**src/rtl/widen_pkg.sv**
```systemverilog
package widen_pkg;
    localparam int SGL_W     = 32;
    localparam int SE_W      = 8;
    localparam int SF_W      = SGL_W - 1 - SE_W;
    localparam int DBL_W     = 64;
    localparam int DE_W      = 11;
    localparam int DF_W      = DBL_W - 1 - DE_W;
    localparam int PAD_W     = DF_W - SF_W;
    localparam int S_BIAS    = (1 << (SE_W - 1)) - 1;
    localparam int D_BIAS    = (1 << (DE_W - 1)) - 1;
    localparam int EXP_SHIFT = D_BIAS - S_BIAS;
    localparam int LZ_W      = $clog2(SF_W + 1);
    localparam int LANES     = 2;
    localparam int PAIR_W    = LANES * DBL_W;

    typedef struct packed {
        logic             vld;
        logic [DBL_W-1:0] res;
    } wstage_t;
endpackage

```
**src/rtl/f2d_lzc.sv**
```systemverilog
module f2d_lzc #(
    parameter int W   = 23,
    parameter int C_W = $clog2(W + 1)
) (
    input  logic [W-1:0]   vec,
    output logic [C_W-1:0] cnt
);
    always_comb begin
        cnt = C_W'(W);
        for (int i = 0; i < W; i++) begin
            if (vec[i]) cnt = C_W'(W - 1 - i);
        end
    end
endmodule

```
**src/rtl/f2d_core.sv**
```systemverilog
module f2d_core
    import widen_pkg::*;
(
    input  logic [SGL_W-1:0] sgl,
    output logic [DBL_W-1:0] dbl
);
    logic            sgn;
    logic [SE_W-1:0] se;
    logic [SF_W-1:0] sf;
    logic [LZ_W-1:0] lz;
    logic [SF_W-1:0] sf_norm;
    logic [DE_W-1:0] de;
    logic [SF_W-1:0] fr;

    assign {sgn, se, sf} = sgl;

    f2d_lzc #(.W(SF_W), .C_W(LZ_W)) u_lzc (
        .vec (sf),
        .cnt (lz)
    );

    always_comb begin
        // drop the leading one: shift by its distance from the top plus one
        sf_norm = sf << (lz + LZ_W'(1));
        if (se == '1) begin
            de = '1;
            fr = sf;            // payload and quiet bit carried untouched
        end else if (se == '0) begin
            if (sf == '0) begin
                de = '0;
                fr = '0;
            end else begin
                de = DE_W'(EXP_SHIFT) - DE_W'(lz);
                fr = sf_norm;
            end
        end else begin
            de = DE_W'(se) + DE_W'(EXP_SHIFT);
            fr = sf;
        end
        dbl = {sgn, de, fr, {PAD_W{1'b0}}};
    end
endmodule

```
**src/rtl/fp32_widen_pair.sv**
```systemverilog
module fp32_widen_pair
    import widen_pkg::*;
(
    input  logic              clk,
    input  logic              rst_n,
    input  logic              in_valid,
    output logic              in_ready,
    input  logic [SGL_W-1:0]  in_word,
    output logic              out_valid,
    input  logic              out_ready,
    output logic [PAIR_W-1:0] out_pair
);
    wstage_t          st_d, st_q;
    logic [DBL_W-1:0] conv_res;
    logic             take;

    f2d_core u_core (
        .sgl (in_word),
        .dbl (conv_res)
    );

    assign in_ready  = !st_q.vld || out_ready;
    assign take      = in_valid && in_ready;
    assign out_valid = st_q.vld;

    generate
        for (genvar ln = 0; ln < LANES; ln++) begin : g_lane
            assign out_pair[ln*DBL_W +: DBL_W] = st_q.res;
        end
    endgenerate

    always_comb begin
        st_d = st_q;
        if (take) begin
            st_d.vld = 1'b1;
            st_d.res = conv_res;
        end else if (out_ready) begin
            st_d.vld = 1'b0;
        end
    end

    always_ff @(posedge clk or negedge rst_n) begin
        if (!rst_n) st_q <= '0;
        else        st_q <= st_d;
    end

    AST_ACCEPT_NEXT: assert property (@(posedge clk) disable iff (!rst_n)
        (in_valid && in_ready) |=> out_valid);
    AST_STALL_HOLD: assert property (@(posedge clk) disable iff (!rst_n)
        (out_valid && !out_ready) |=> (out_valid && $stable(out_pair)));
    AST_NAN_QUIET_KEPT: assert property (@(posedge clk) disable iff (!rst_n)
        (in_valid && in_ready && in_word[30:23] == 8'hFF && in_word[22:0] != 23'd0)
        |=> (out_pair[62:52] == 11'h7FF && out_pair[51] == $past(in_word[22])));
    AST_SUBNORMAL_KEPT: assert property (@(posedge clk) disable iff (!rst_n)
        (in_valid && in_ready && in_word[30:23] == 8'h00 && in_word[22:0] != 23'd0)
        |=> (out_pair[62:52] != 11'd0));
    AST_INF_CLEAN: assert property (@(posedge clk) disable iff (!rst_n)
        (in_valid && in_ready && in_word[30:0] == 31'h7F800000)
        |=> (out_pair[62:0] == {11'h7FF, 52'd0}));
endmodule

```
**config.mk**
```make
export PLATFORM = sky130hd
export DESIGN_NAME = fp32_widen_pair
export DESIGN_NICKNAME = d
export VERILOG_FILES = /design/src/rtl/widen_pkg.sv /design/src/rtl/f2d_lzc.sv /design/src/rtl/f2d_core.sv /design/src/rtl/fp32_widen_pair.sv
export SDC_FILE = /design/constraint.sdc
export NUM_CORES = 1
export LEC_CHECK = 0
export ABC_AREA = 1
export BUFFER_PORTS_ARGS = -buffer_cell sky130_fd_sc_hd__buf_2
export CORE_UTILIZATION = 49
export CTS_BUF_LIST = sky130_fd_sc_hd__clkbuf_16
export CTS_CLUSTER_SIZE = 28
export DETAILED_ROUTE_END_ITERATION = 6
export GPL_ROUTABILITY_DRIVEN = 0
export PLACE_DENSITY = 0.92
export SLEW_MARGIN = 20
export SYNTH_ARGS = -nofsm -noshare
export SYNTH_HDL_FRONTEND = slang
export SYNTH_SLANG_ARGS = --single-unit
export TNS_END_PERCENT = 5
```
**constraint.sdc**
```tcl
create_clock -name clk -period 1.7 [get_ports clk]
set_clock_uncertainty 0.1 [all_clocks]
set_input_delay 0.085 -clock clk [delete_from_list [all_inputs] [get_ports clk]]
set_output_delay 0.085 -clock clk [all_outputs]
set_load 0.01 [all_outputs]
```
# After elaboration in Yosys (flattened, before gate mapping)
# Cells that the tools add are included.
# totals
reg_bits,36
latch_bits,0
mem_bits_rw,0
mem_bits_ro,0
in_bits,36
n_memories,0
# op_classes
n_addsub,3
mul,0
div_mod_pow,0
magnitude_cmp,0
n_eq_ne,1
n_shift,1
n_mux,31
bitwise,0
n_reduce_logical,6
# op_table
op,n
5-bit two-way mux,22
23-bit two-way mux,3
11-bit two-way mux,3
23-bit zero test,1
23-bit by 5-bit left shift with 23-bit output,1
"8-bit by 10-bit adder with 11-bit output, second input constant",1
"10-bit by 5-bit subtractor with 11-bit output, first input constant",1
"8-bit == test, second input constant",1
8-bit zero test,1
"5-bit by 1-bit adder with 5-bit output, second input constant",1
1-bit two-way mux,3
2-bit nonzero test,1
1-bit logical AND,1
1-bit zero test,1
1-bit logical OR,1

# Longest topological paths before layout
# depth
ltp_word,28
depth_mapped,36

# By module
# A second synthesis with hierarchy kept.
# hier_totals
cells_unflattened,800
area_unflattened_um2,5356.4
# modules_own_cells
mod,n_inst,cells_each,area_each_um2
fp32_widen_pair,1,346,3094.2
f2d_core,1,387,1939.4
f2d_lzc,1,67,322.8

# Worst setup path before layout
# OpenSTA, ideal clock, no wires.
# synth_path
path_type,input -> register
from,in in_word[2]
to,reg st_q (netlist bit out_pair[45])
arrival_time_ns,2.676
path_slack_ns,-1.153
stages,33
path_cell_list,inv_1 > nand2_1 > nand2_1 > nand2_1 > nand2_1 > nand2_1 > nand2_1 > nand2_1 > nand2_1 > nand2_1 > nand2_1 > nand2_1 > nand2_1 > nand2_1 > nand2_1 > nand2_1 > nand2_1 > nand2_1 > nand2_1 > nand2_2 > nand2_4 > buf_4 > inv_1 > ha_1 > clkbuf_1 > inv_1 > buf_1 > nand3_1 > nor2_1 > nand3_1 > nand2_1 > nand2_1 > a21oi_1
# synth_via
elab_chain_len,26
# synth_rtl
item,line_no,rtl
from (decl),fp32_widen_pair.sv:8,"input logic [SGL_W-1:0] in_word,"
5-bit two-way mux (21 in series),f2d_lzc.sv:11,if (vec[i]) cnt = C_W'(W - 1 - i);
5-bit by 1-bit adder with 5-bit output,f2d_core.sv:24,sf_norm = sf << (lz + LZ_W'(1));
23-bit by 5-bit left shift with 23-bit output,f2d_core.sv:24,
23-bit two-way mux (*),f2d_core.sv:29,if (sf == '0) begin
23-bit two-way mux (*),f2d_core.sv:28,end else if (se == '0) begin
23-bit two-way mux (*),f2d_core.sv:25,if (se == '1) begin
to (signal assigned),fp32_widen_pair.sv:44,else st_q <= st_d;
to (decl),fp32_widen_pair.sv:13,"wstage_t st_d, st_q;"
# Mark *: on every way between the ends. The rest lies on a longest branch, timed or not.
# A chain may end at the register's enable or synchronous reset.

# Worst setup path after layout
# layout_path
from,in in_word[2]
to,reg st_q (netlist bit out_pair[50])
# The elaborated chain is that of the path after synthesis.

==> flow_metrics.tcl <==
set metrics [dict create \
    status "complete, but fails checks" \
    violations "design-rule violations, negative setup slack" \
    synth.distinct_cells 31 \
    switching_power_uw 1370 \
    drc 25 \
    first_global_vias 4315 \
    htree_num_levels 2 \
    numClockSinks 35 \
    vias 4805 \
    critical_path.startpoint_type "primary input" \
    ant_nets 0 \
    syn_to_final_growth_pct 28.8 \
    grt_pass1_wl_mm 20.5 \
    nets 775 \
    cp-end-kind "flop" \
    slew_viol_final 0 \
    io_pins 166 \
    layoutNonFillerInstCount 836 \
    p_leak_uw 0.00259 \
    cts_made_buffers 5 \
    clkTransAtPathRegs_ns 0.06 \
    antenna_cells 0 \
    drt_iter0_drc 847 \
    cts_tree "yes" \
    firstDrtPassIters 7 \
    combPwrFrac 0.442 \
    dpl.hpwl_mm 9.40 \
    yosysWarnings 0 \
    grt_usage 0.313 \
    finalHoldViolations 0 \
    clkLatencyLatePin_ns 0.29 \
    synth_area_um2 3790 \
    critPathKind "in2reg" \
    ctsRootBufferMaster "clkbuf_16" \
    drive_above_1_share 0.342 \
    finalSetupTns_ns -24.18 \
    cap_violations 0 \
    fillers 572 \
    setup_viol 30 \
    dp_cells 824 \
    initial_core_util 0.515 \
    ys_seq_area_frac 0.231 \
    wire_per_inst_um 15.9 \
    holdCritPathClass "in2reg" \
    vias_per_cell 5.75 \
    cts_max_path_buffers 2 \
    worst_ep_arrival_time_ns 3.02 \
    fmax_mhz 345 \
    rsz0062_at_grt "yes" \
    dieArea_um2 8100 \
    portBuffers 107 \
    grt_overflow_total 0 \
    power_density_nw_per_um2 706 \
    critPathMaxFanout 12 \
    ys_ff_latch 35 \
    grt_max_degree 36 \
    antenna_found_initial 0 \
    final.period_utilization 1.70 \
    crit_slowest_cell "ha_4" \
    die_w_um 90.0 \
    synth_cells 598 \
    seq_power_share 0.302 \
    min_period_ns 2.90 \
    pwr-share-clk 0.256 \
    cp.required_ns 1.82 \
    row_count 31 \
    fin_ws_ns -1.20 \
    wl_mm 13.3 \
    core_um2 7370 \
    die_y_um 90.0 \
    avgSynthCellArea_um2 6.34 \
    swShare 0.398 \
    crit_path_max_incr_delay_ns 0.33 \
    vdd_drop_max_mv 0.346 \
    crit_top_cell "nand2_1" \
    intPower_uw 2070 \
]
## flip-flops by register name, summed over array words and instances, names as in the netlist
signal	flops
out_pair	34
out_valid	1
## stage by stage
stage	cell area (um2)	total power [uW]	hold slack [ns]	setup slack, ns	util
after floorplan	4160	2120	-0.311	-0.792	-
after global placement	4570	2400	0.0459	-1.09	0.620
after detailed placement	4570	2440	0.0459	-1.21	0.620
after CTS	4800	3340	0.00908	-0.845	0.651
after global routing	4880	3600	0.0147	-1.32	0.663
final	4880	3450	0.00175	-1.20	0.663
## worst max-delay path, delay by kind of cell
| family | cells | cell delay [ns] |
|---|---|---|
| compound gates | 1 | 0.16 |
| fa+ha+maj | 1 | 0.33 |
| simple gates | 25 | 2.04 |
| buf+inv | 4 | 0.39 |
## cell type report
cell class / instances / area (um2) / area share
clock buffers: 5 / 125 / 0.0256
clock inverters: 2 / 8.76 / 0.00179
inverters: 51 / 226 / 0.0464
multi-input cells: 449 / 2270 / 0.464
flip-flops and latches: 35 / 876 / 0.179
well taps: 99 / 124 / 0.0254
repair buffers: 195 / 1260 / 0.257
## routing by layer
metal	vias to the layer above	track usage	routed length, um
li1	2097	-	-
met1	2091	0.384	4620
met2	483	0.509	5900
met3	134	0.0914	1830
met4	0	0.141	967
met5	-	0	0
## cells in the final DEF, fill, tap and decap left out, types with 2 or more instances in the layout
cell type and instances:
conb_1 58, buf_6 3, nor2_1 43, ha_4 2, a21oi_1 42, o22a_1 2, nor4_1 2, nand3_2 16
inv_1 40, nand3_1 114, nor2_8 2, nand2_4 3, nand2_1 111, o21ai_1 2, a21oi_2 6, nor3_1 2
nand4_1 4, clkinv_1 2, buf_4 81, nor2_2 2, buf_2 106, dfrtp_1 35, o211ai_1 2, inv_2 4
nand2_2 7, inv_6 2, a31oi_1 12, dlygate4sd3_1 2, o21ai_0 10, clkbuf_16 6, inv_4 2, buf_12 2
## cells in the mapped netlist, drive strengths merged
cell	n	area (um2)
a21oi	48	240
a31oi	13	81.3
a41o	1	10.0
and2	1	6.26
buf	106	793
clkbuf	14	52.6
clkinv	1	3.75
conb	1	3.75
dfrtp	35	876
ha	2	25.0
inv	50	193
nand2	121	479
nand3	130	656
nand4	4	25.0
nor2	48	213
nor3	2	10.0
nor4	3	18.8
o211ai	2	15.0
o21ai	13	65.1
o22a	2	17.5
xor2	1	8.76
## power by group through the flow
| stage | Clock (uW) | Sequential (uW) | Combinational [uW] |
|---|---|---|---|
| floorplan | 0 | 1100 | 1020 |
| global placement | 0 | 1050 | 1360 |
| detailed placement | 0 | 1060 | 1390 |
| CTS | 874 | 1040 | 1430 |
| global route | 911 | 1060 | 1630 |
| finish | 882 | 1040 | 1530 |
## kinds of logic after synthesis
family | synth area share
AO/OA/AOI/OAI | 0.113
flip-flops | 0.231
adder cells (fa/ha/maj) | 0.00660
other | 0.000989
XOR/XNOR | 0.00231
buffers and inverters | 0.275
AND/OR/NAND/NOR | 0.371
## final timing paths
kind / startpoint / end / slack [ns] / depth (start not counted)
min in group asynchronous: rst_n / out_pair[59]$_DFFE_PN0P_ / 0.27 / 3
max: in_word[2] / out_pair[50]$_DFFE_PN0P_ / -1.20 / 31
min reg2reg: out_pair[63]$_DFFE_PN0P_ / out_pair[63]$_DFFE_PN0P_ / 0.41 / 2
max in group asynchronous: rst_n / out_pair[51]$_DFFE_PN0P_ / 0.91 / 3
max reg2reg: out_valid$_DFFE_PN0P_ / out_pair[41]$_DFFE_PN0P_ / 0.17 / 7
min: in_word[27] / out_pair[56]$_DFFE_PN0P_ / 0.002 / 3
## what timing repair did
item	in CTS	in global routing
hold buffers	2	0
cloned	0	1
setup endpoints to repair	31	31
pin swaps	6	6
resized for setup	18	11
setup buffers	2	0
hold endpoints to repair	36	0
No activity file was read; power rests on OpenSTA's default activity.
